==> src/rtl/can_rx_ring_pkg.sv <==
package can_rx_ring_pkg;

  typedef struct packed {
    logic latchFrame;   // capture the incoming frame for serialisation
    logic writeByte;    // write one serialised byte this clock
  } ringStrobes_t;

  // Record length derived from header fields; long DLC values saturate at 8.
  function automatic logic [3:0] msgLen(input logic ext, input logic rtr,
                                        input logic [3:0] dlc);
    logic [3:0] dataBytes;
    dataBytes = rtr ? 4'd0 : ((dlc > 4'd8) ? 4'd8 : dlc);
    return (ext ? 4'd5 : 4'd3) + dataBytes;
  endfunction

  // Wrap-around addition for a ring of the given size.
  function automatic int unsigned ringAdd(input int unsigned base,
                                          input int unsigned step,
                                          input int unsigned size);
    int unsigned s;
    s = base + step;
    return (s >= size) ? s - size : s;
  endfunction

  // Byte idx of the serialised record.
  function automatic logic [7:0] recordByte(input logic ext, input logic rtr,
                                            input logic [3:0] dlc,
                                            input logic [28:0] id,
                                            input logic [63:0] data,
                                            input logic [3:0] idx);
    logic [7:0] b;
    logic [2:0] dIdx;
    b = 8'h00;
    dIdx = 3'd0;
    if (idx == 4'd0) begin
      b = {ext, rtr, 2'b00, dlc};
    end else if (ext) begin
      case (idx)
        4'd1: b = id[28:21];
        4'd2: b = id[20:13];
        4'd3: b = id[12:5];
        4'd4: b = {id[4:0], 3'b000};
        default: begin
          dIdx = 3'(idx - 4'd5);
          b = data[{dIdx, 3'b000} +: 8];
        end
      endcase
    end else begin
      case (idx)
        4'd1: b = id[10:3];
        4'd2: b = {id[2:0], 5'b00000};
        default: begin
          dIdx = 3'(idx - 4'd3);
          b = data[{dIdx, 3'b000} +: 8];
        end
      endcase
    end
    return b;
  endfunction

endpackage

==> src/rtl/can_rx_ring_ctrl.sv <==
module can_rx_ring_ctrl
  import can_rx_ring_pkg::*;
#(
  parameter int BUF_BYTES = 64,
  localparam int PTR_W = $clog2(BUF_BYTES),
  localparam int CNT_W = $clog2(BUF_BYTES + 1)
) (
  input  logic             clk,
  input  logic             rstN,
  input  logic             storeReq,
  input  logic             frmExt,
  input  logic             frmRtr,
  input  logic [3:0]       frmDlc,
  input  logic             relReq,
  input  logic             ovrClr,
  input  logic             headExt,
  input  logic             headRtr,
  input  logic [3:0]       headDlc,
  output ringStrobes_t     strobes,
  output logic [PTR_W-1:0] headPtr,
  output logic [PTR_W-1:0] wrAddr,
  output logic [3:0]       wrIdx,
  output logic             receiving,
  output logic             rxReady,
  output logic             rxIrq,
  output logic             overrun,
  output logic             ovrIrq,
  output logic [CNT_W-1:0] byteCount,
  output logic [CNT_W-1:0] msgCount
);

  logic             busy;
  logic [3:0]       curLen;
  logic [PTR_W-1:0] tailPtr;
  logic [3:0]       newLen;
  logic [3:0]       relLen;
  logic             fits;
  logic             acceptStore;
  logic             dropStore;
  logic             relDo;
  logic             lastByte;
  logic [CNT_W-1:0] byteNext;
  logic [CNT_W-1:0] msgNext;

  always_comb begin
    newLen      = msgLen(frmExt, frmRtr, frmDlc);
    relLen      = msgLen(headExt, headRtr, headDlc);
    fits        = ({1'b0, byteCount} + (CNT_W+1)'(newLen)) <= (CNT_W+1)'(BUF_BYTES);
    acceptStore = storeReq && !busy && fits;
    dropStore   = storeReq && !busy && !fits;
    relDo       = relReq && (msgCount != '0);
    lastByte    = busy && (wrIdx == (curLen - 4'd1));
    byteNext    = byteCount + (lastByte ? CNT_W'(curLen) : '0)
                            - (relDo ? CNT_W'(relLen) : '0);
    msgNext     = msgCount + (lastByte ? CNT_W'(1) : '0)
                           - (relDo ? CNT_W'(1) : '0);
    wrAddr      = PTR_W'(ringAdd(32'(tailPtr), 32'(wrIdx), BUF_BYTES));
    strobes.latchFrame = acceptStore;
    strobes.writeByte  = busy;
    receiving   = busy;
  end

  // Record writer: one byte per clock from acceptance until the last byte.
  always_ff @(posedge clk or negedge rstN) begin
    if (!rstN) begin
      busy    <= 1'b0;
      wrIdx   <= '0;
      curLen  <= '0;
      tailPtr <= '0;
    end else if (acceptStore) begin
      busy   <= 1'b1;
      wrIdx  <= '0;
      curLen <= newLen;
    end else if (busy) begin
      if (lastByte) begin
        busy    <= 1'b0;
        tailPtr <= PTR_W'(ringAdd(32'(tailPtr), 32'(curLen), BUF_BYTES));
      end else begin
        wrIdx <= wrIdx + 4'd1;
      end
    end
  end

  // Head pointer, occupancy and flags.
  always_ff @(posedge clk or negedge rstN) begin
    if (!rstN) begin
      headPtr   <= '0;
      byteCount <= '0;
      msgCount  <= '0;
      rxReady   <= 1'b0;
      rxIrq     <= 1'b0;
      overrun   <= 1'b0;
      ovrIrq    <= 1'b0;
    end else begin
      if (relDo)
        headPtr <= PTR_W'(ringAdd(32'(headPtr), 32'(relLen), BUF_BYTES));
      byteCount <= byteNext;
      msgCount  <= msgNext;
      if (lastByte) begin
        rxReady <= 1'b1;
        rxIrq   <= 1'b1;
      end else if (relDo && (msgCount == CNT_W'(1))) begin
        rxReady <= 1'b0;
        rxIrq   <= 1'b0;
      end
      if (dropStore) begin
        overrun <= 1'b1;
        ovrIrq  <= 1'b1;
      end else if (ovrClr) begin
        overrun <= 1'b0;
        ovrIrq  <= 1'b0;
      end
    end
  end

endmodule

==> src/rtl/can_rx_ring_dp.sv <==
module can_rx_ring_dp
  import can_rx_ring_pkg::*;
#(
  parameter int BUF_BYTES = 64,
  parameter int WIN_BYTES = 13,
  localparam int PTR_W = $clog2(BUF_BYTES),
  localparam int OFF_W = $clog2(WIN_BYTES + 3)
) (
  input  logic             clk,
  input  logic             rstN,
  input  ringStrobes_t     strobes,
  input  logic             frmExt,
  input  logic             frmRtr,
  input  logic [28:0]      frmId,
  input  logic [3:0]       frmDlc,
  input  logic [63:0]      frmData,
  input  logic [PTR_W-1:0] wrAddr,
  input  logic [3:0]       wrIdx,
  input  logic [PTR_W-1:0] headPtr,
  input  logic [OFF_W-1:0] winOffset,
  output logic             headExt,
  output logic             headRtr,
  output logic [3:0]       headDlc,
  output logic [7:0]       winData
);

  logic [7:0]  mem [BUF_BYTES];
  logic        latExt;
  logic        latRtr;
  logic [3:0]  latDlc;
  logic [28:0] latId;
  logic [63:0] latData;
  logic [7:0]  headInfo;
  logic [PTR_W-1:0] rdAddr;

  always_ff @(posedge clk or negedge rstN) begin
    if (!rstN) begin
      latExt  <= 1'b0;
      latRtr  <= 1'b0;
      latDlc  <= '0;
      latId   <= '0;
      latData <= '0;
    end else if (strobes.latchFrame) begin
      latExt  <= frmExt;
      latRtr  <= frmRtr;
      latDlc  <= frmDlc;
      latId   <= frmId;
      latData <= frmData;
    end
  end

  always_ff @(posedge clk or negedge rstN) begin
    if (!rstN) begin
      for (int i = 0; i < BUF_BYTES; i++) mem[i] <= 8'h00;
    end else if (strobes.writeByte) begin
      mem[wrAddr] <= recordByte(latExt, latRtr, latDlc, latId, latData, wrIdx);
    end
  end

  always_comb begin
    headInfo = mem[headPtr];
    headExt  = headInfo[7];
    headRtr  = headInfo[6];
    headDlc  = headInfo[3:0];
    rdAddr   = PTR_W'(ringAdd(32'(headPtr), 32'(winOffset), BUF_BYTES));
    winData  = (32'(winOffset) < WIN_BYTES) ? mem[rdAddr] : 8'h00;
  end

endmodule

==> src/rtl/can_rx_ring.sv <==
module can_rx_ring
  import can_rx_ring_pkg::*;
#(
  parameter int BUF_BYTES = 64,
  parameter int WIN_BYTES = 13,
  localparam int PTR_W = $clog2(BUF_BYTES),
  localparam int CNT_W = $clog2(BUF_BYTES + 1),
  localparam int OFF_W = $clog2(WIN_BYTES + 3)
) (
  input  logic             clk,
  input  logic             rstN,
  input  logic             storeReq,
  input  logic             frmExt,
  input  logic             frmRtr,
  input  logic [28:0]      frmId,
  input  logic [3:0]       frmDlc,
  input  logic [63:0]      frmData,
  input  logic             relReq,
  input  logic             ovrClr,
  input  logic [OFF_W-1:0] winOffset,
  output logic [7:0]       winData,
  output logic             receiving,
  output logic             rxReady,
  output logic             rxIrq,
  output logic             overrun,
  output logic             ovrIrq,
  output logic [CNT_W-1:0] byteCount,
  output logic [CNT_W-1:0] msgCount
);

  ringStrobes_t     strobes;
  logic [PTR_W-1:0] headPtr;
  logic [PTR_W-1:0] wrAddr;
  logic [3:0]       wrIdx;
  logic             headExt;
  logic             headRtr;
  logic [3:0]       headDlc;

  can_rx_ring_ctrl #(.BUF_BYTES(BUF_BYTES)) u_ctrl (
    .clk(clk), .rstN(rstN), .storeReq(storeReq), .frmExt(frmExt),
    .frmRtr(frmRtr), .frmDlc(frmDlc), .relReq(relReq), .ovrClr(ovrClr),
    .headExt(headExt), .headRtr(headRtr), .headDlc(headDlc),
    .strobes(strobes), .headPtr(headPtr), .wrAddr(wrAddr), .wrIdx(wrIdx),
    .receiving(receiving), .rxReady(rxReady), .rxIrq(rxIrq),
    .overrun(overrun), .ovrIrq(ovrIrq), .byteCount(byteCount),
    .msgCount(msgCount)
  );

  can_rx_ring_dp #(.BUF_BYTES(BUF_BYTES), .WIN_BYTES(WIN_BYTES)) u_dp (
    .clk(clk), .rstN(rstN), .strobes(strobes), .frmExt(frmExt),
    .frmRtr(frmRtr), .frmId(frmId), .frmDlc(frmDlc), .frmData(frmData),
    .wrAddr(wrAddr), .wrIdx(wrIdx), .headPtr(headPtr),
    .winOffset(winOffset), .headExt(headExt), .headRtr(headRtr),
    .headDlc(headDlc), .winData(winData)
  );

endmodule

==> config.mk <==
export PLATFORM = sky130hd
export DESIGN_NAME = can_rx_ring
export DESIGN_NICKNAME = d
export VERILOG_FILES = /design/src/rtl/can_rx_ring_pkg.sv /design/src/rtl/can_rx_ring_ctrl.sv /design/src/rtl/can_rx_ring_dp.sv /design/src/rtl/can_rx_ring.sv
export SDC_FILE = /design/constraint.sdc
export NUM_CORES = 1
export LEC_CHECK = 0
export ABC_AREA = 1
export CAP_MARGIN = 20
export CELL_PAD_IN_SITES_DETAIL_PLACEMENT = 2
export CELL_PAD_IN_SITES_GLOBAL_PLACEMENT = 2
export CORE_AREA = 2 2 330 332
export DETAILED_ROUTE_END_ITERATION = 10
export DIE_AREA = 0 0 332 334
export DONT_BUFFER_PORTS = 1
export HOLD_SLACK_MARGIN = 0.1
export MAX_ROUTING_LAYER = met4
export PLACE_DENSITY_LB_ADDON = 0.05
export SLEW_MARGIN = 40
export SYNTH_ARGS = -nofsm -noshare
export SYNTH_HDL_FRONTEND = slang
export SYNTH_SLANG_ARGS = --single-unit
==> constraint.sdc <==
create_clock -name clk -period 4 [get_ports clk]
set_input_delay 0.6 -clock clk [delete_from_list [all_inputs] [get_ports clk]]
set_output_delay 0.6 -clock clk [all_outputs]
set_load 0.01 [all_outputs]
==> summary.txt <==
Die
  – Initial core utilization: 0.337
  – Total Die Area: 111,000 um^2
  – I/O Pins: 135
  – Core area: 108,000 um^2
  – Site row count: 121
  – Die height: 334 um
  – DIE WIDTH: 332 um

Min path
  – Hold Path Origin: frmData[13]
  – Worst Hold Class: in2reg
  – Hold Path Depth: 2
  – Hold EP: u_dp.latData[13]

Critical path
  – Startpoint class of the critical path: flip-flop
  – Worst r2r path cells: 29
  – FF-to-FF setup slack: -0.64 ns
  – WP buf/inv: 6
  – Crit path kind: reg2out
  – Critical Path RT: 3.40 ns
  – CP delay by family, top: adder cells
  – CP max FO: 7
  – Reg2reg start: u_ctrl.headPtr[0]
  – Worst path cell trace: buf_16, ha_4, fa_4, buf_12, inv_16, buf_12, buf_4, a21oi_1, o21ai_1, nand3_1, a21oi_4, o31ai_4, nand2_2, nand2_4, nor2_2, buf_4
  – FF-to-FF End: u_ctrl.byteCount[5]
  – Slowest CP cell: fa_4
  – Crit. End Element: primary output
  – WP data arrival: 4.08 ns
  – Crit. Startpoint: u_ctrl.headPtr[0]
  – Slowest Stage Delay on Critical Path: 0.80 ns

Timing
  – RSZ-0062 raised after global routing: yes
  – Max-slew violations: 0
  – Min cycle time layout: 4.68 ns
  – Clock Skew: 0.0277 ns
  – Final WS setup: -0.682 ns
  – Slew at the pin with the worst max-slew slack: 1.16 ns
  – Endpoints failing setup: 15
  – F_max: 0.214 GHz
  – Slew margin rel.: 0.226
  – Crit share post-route: 1.17
  – Final hold viol count: 0

Synthesis
  – Mux cell area share after synthesis: 0.00345
  – Most frequent cell after synthesis: nand2_1
  – Most area-hungry cell type in the Yosys netlist: dfrtp_1
  – Synth warnings: 0
  – Syn_nets: 5,043
  – Simple-Gate Fraction of Synth Area: 0.226
  – Post-synth top area share: 0.446
  – Mean Syn Cell Area: 7.45 um^2
  – Syn Inst Count: 4,875
  – Post-synth design cell area: 36,300 um^2
  – Async set-reset flop share out of synthesis: 1.00
  – Top cells by count, synth: 1,443 x nand2_1, 721 x o21ai_0, 648 x dfrtp_1, 396 x a21oi_1, 383 x inv_1
  – Xor/xnor share of the synthesized area: 0.00992
  – Yosys reg bits: 648
  – Ranking of synthesized cells by area: dfrtp_1 45%, nand2_1 15%, o21ai_0 9.9%, a21oi_1 5.5%, nand3_1 4.0%
  – Number of distinct library cells after synthesis: 53
  – Sequential area share after synthesis: 0.446
  – EDFF count, synth: 0
  – Post-Synth Adder-Cell Area: 0.0232
  – Largest family of logic cells by synthesized area: simple AND/OR/NAND/NOR gates
  – Primary FF master, synth: dfrtp_1
  – Compound-Gate Fraction of Synth Area: 0.202

Placed design
  – Post-DP Area: 40,600 um^2
  – Pre-CTS WS: -0.807 ns
  – RD Place Congestion: 0.886
  – DP Cell Count: 6,385
  – Detailed placement HPWL: 113,000 um
  – Port-buffer cells: 0

Routing
  – Routed Antenna Nets: 0
  – Vias/cell: 5.55
  – Vias: 37,300
  – Initial DRC Count: 2,652
  – WL final: 178,000 um
  – Drt wl/cell: 26.6 um
  – Drc violations: 0
  – Router iterations before antenna repair: 5

CTS
  – Clk buf depth: 3
  – Htree depth: 3
  – Reg clk slew, reported paths: 0.07 ns
  – Clock tree root buffer cell: clkbuf_16
  – Num CTS Buffers: 83
  – CTS tree: yes
  – CTS Sinks: 648
  – Worst-Skew Late Latency: 0.69 ns

Global route
  – Number of global-route vias before repair: 40,200
  – Remaining global-route overflow: 0
  – First-pass GRT wire length: 267,000 um
  – Initial antenna violation count: 5
  – GR Util All Layers: 0.327
  – Largest net degree at the start of global routing: 649

Finish
  – Final cell count without fillers: 6,710
  – Fin nets: 5,401
  – Design Area, Final: 47,600 um^2
  – Layout Area Growth over Synthesis: 31.1%
  – Share of layout cells above drive strength 1: 0.203

Status
  – Failing checks: negative setup slack
  – Run status: finished, violations left

Run
  – Max-Cap Viols: 0
==> stage by stage <==
| step | setup TNS [ns] | hold WS, ns | util |
|---|---|---|---|
| after floorplan | -0.0183 | 0.304 | - |
| after global placement | -4.98 | 0.379 | 0.376 |
| after detailed placement | -5.49 | 0.369 | 0.376 |
| after CTS | -7.31 | -0.357 | 0.431 |
| after global routing | -9.72 | 0.138 | 0.442 |
| final | -7.81 | 0.133 | 0.442 |
==> kinds of logic after synthesis <==
family                     Yosys count
buffers and inverters              755
muxes                               12
and+or+nand+nor                   1985
xor gates and xnor gates            36
AOI/OAI and AO/OA                 1379
DFF                                648
adders and majority gates           60
==> worst register-to-register path: cells and delay by family (launching register included) <==
family                   cells  cell delay, ns
AND/OR/NAND/NOR             13            1.22
buffers and inverters        8            0.99
adder cells (fa/ha/maj)      3            0.99
AO/OA/AOI/OAI                4            0.67
flip-flops                   1            0.52
XOR/XNOR                     1            0.14
==> cell usage in the layout, fill, tap and decap left out, types with 16 or more instances in the layout <==
cell type,Yosys,final
nand2_1,1443,1392
dfrtp_1,648,645
o21ai_0,721,594
inv_1,383,376
buf_4,34,376
a21oi_1,396,312
o21ai_1,112,219
nand3_1,289,213
nor2_1,183,167
dlygate4sd3_1,0,98
clkbuf_16,0,86
buf_12,0,74
a21oi_2,0,69
nand3_2,8,67
nand2_2,4,45
ha_1,48,42
o21ai_2,18,35
nor2_4,27,35
buf_6,15,31
inv_2,29,30
o211ai_1,28,28
o21a_1,28,28
xor2_1,25,23
clkbuf_8,0,22
nand3_4,4,21
buf_16,0,18
a21oi_4,1,16
==> how the worst max path moves through the flow <==
stage,endpoint,cells past startpoint
detailed placement,u_ctrl.byteCount[5],23
global route,u_ctrl.byteCount[5],26
CTS,winData[5],15
global placement,u_ctrl.byteCount[5],23
finish,winData[4],16
floorplan,u_ctrl.byteCount[5],22
==> state kept, by name, indices dropped and copies added, names as in the netlist <==
signal,count
u_ctrl.tailPtr,6
u_ctrl.curLen,4
u_dp.latData,64
u_ctrl.headPtr,6
u_ctrl.wrIdx,4
u_ctrl.overrun,1
u_ctrl.rxReady,1
u_dp.mem,512
u_dp.latExt,1
u_ctrl.byteCount,7
u_dp.latId,29
u_ctrl.msgCount,7
u_dp.latRtr,1
u_ctrl.receiving,1
u_dp.latDlc,4
==> layer usage <==
layer / part of all wire / GRT usage / vias to the layer above
met3: 0.044 / 0.0391 / 251
met1: 0.45 / 0.433 / 19500
met4: 0.031 / 0.103 / 0
met5: 0 / - / -
met2: 0.48 / 0.525 / 873
li1: - / - / 16700
==> layout make-up <==
| class | count | area (um^2) |
|---|---|---|
| Inverter | 416 | 1620 |
| Clock buffer | 113 | 2410 |
| Tap cell | 1414 | 1770 |
| Timing Repair Buffer | 611 | 6400 |
| Multi-Input combinational cell | 3472 | 18700 |
| Timing Repair inverter | 1 | 20.0 |
| Antenna cell | 2 | 5.00 |
| Sequential cell | 648 | 16200 |
| Fill cell | 12100 | 60200 |
| Clock inverter | 33 | 503 |
==> timing repair <==
| action | 4_1_cts | 5_1_grt |
|---|---|---|
| hold buffers | 97 | 2 |
| gates resized for setup | 355 | 214 |
| endpoints found under the setup margin | 17 | 55 |
| cloned | 13 | 3 |
| setup buffers | 42 | 25 |
| hold endpoints to repair | 745 | 223 |
| pin swaps | 149 | 138 |
Power is not shown: default switching activity piles up to over one toggle a cycle in this logic, so the estimate is an artifact.
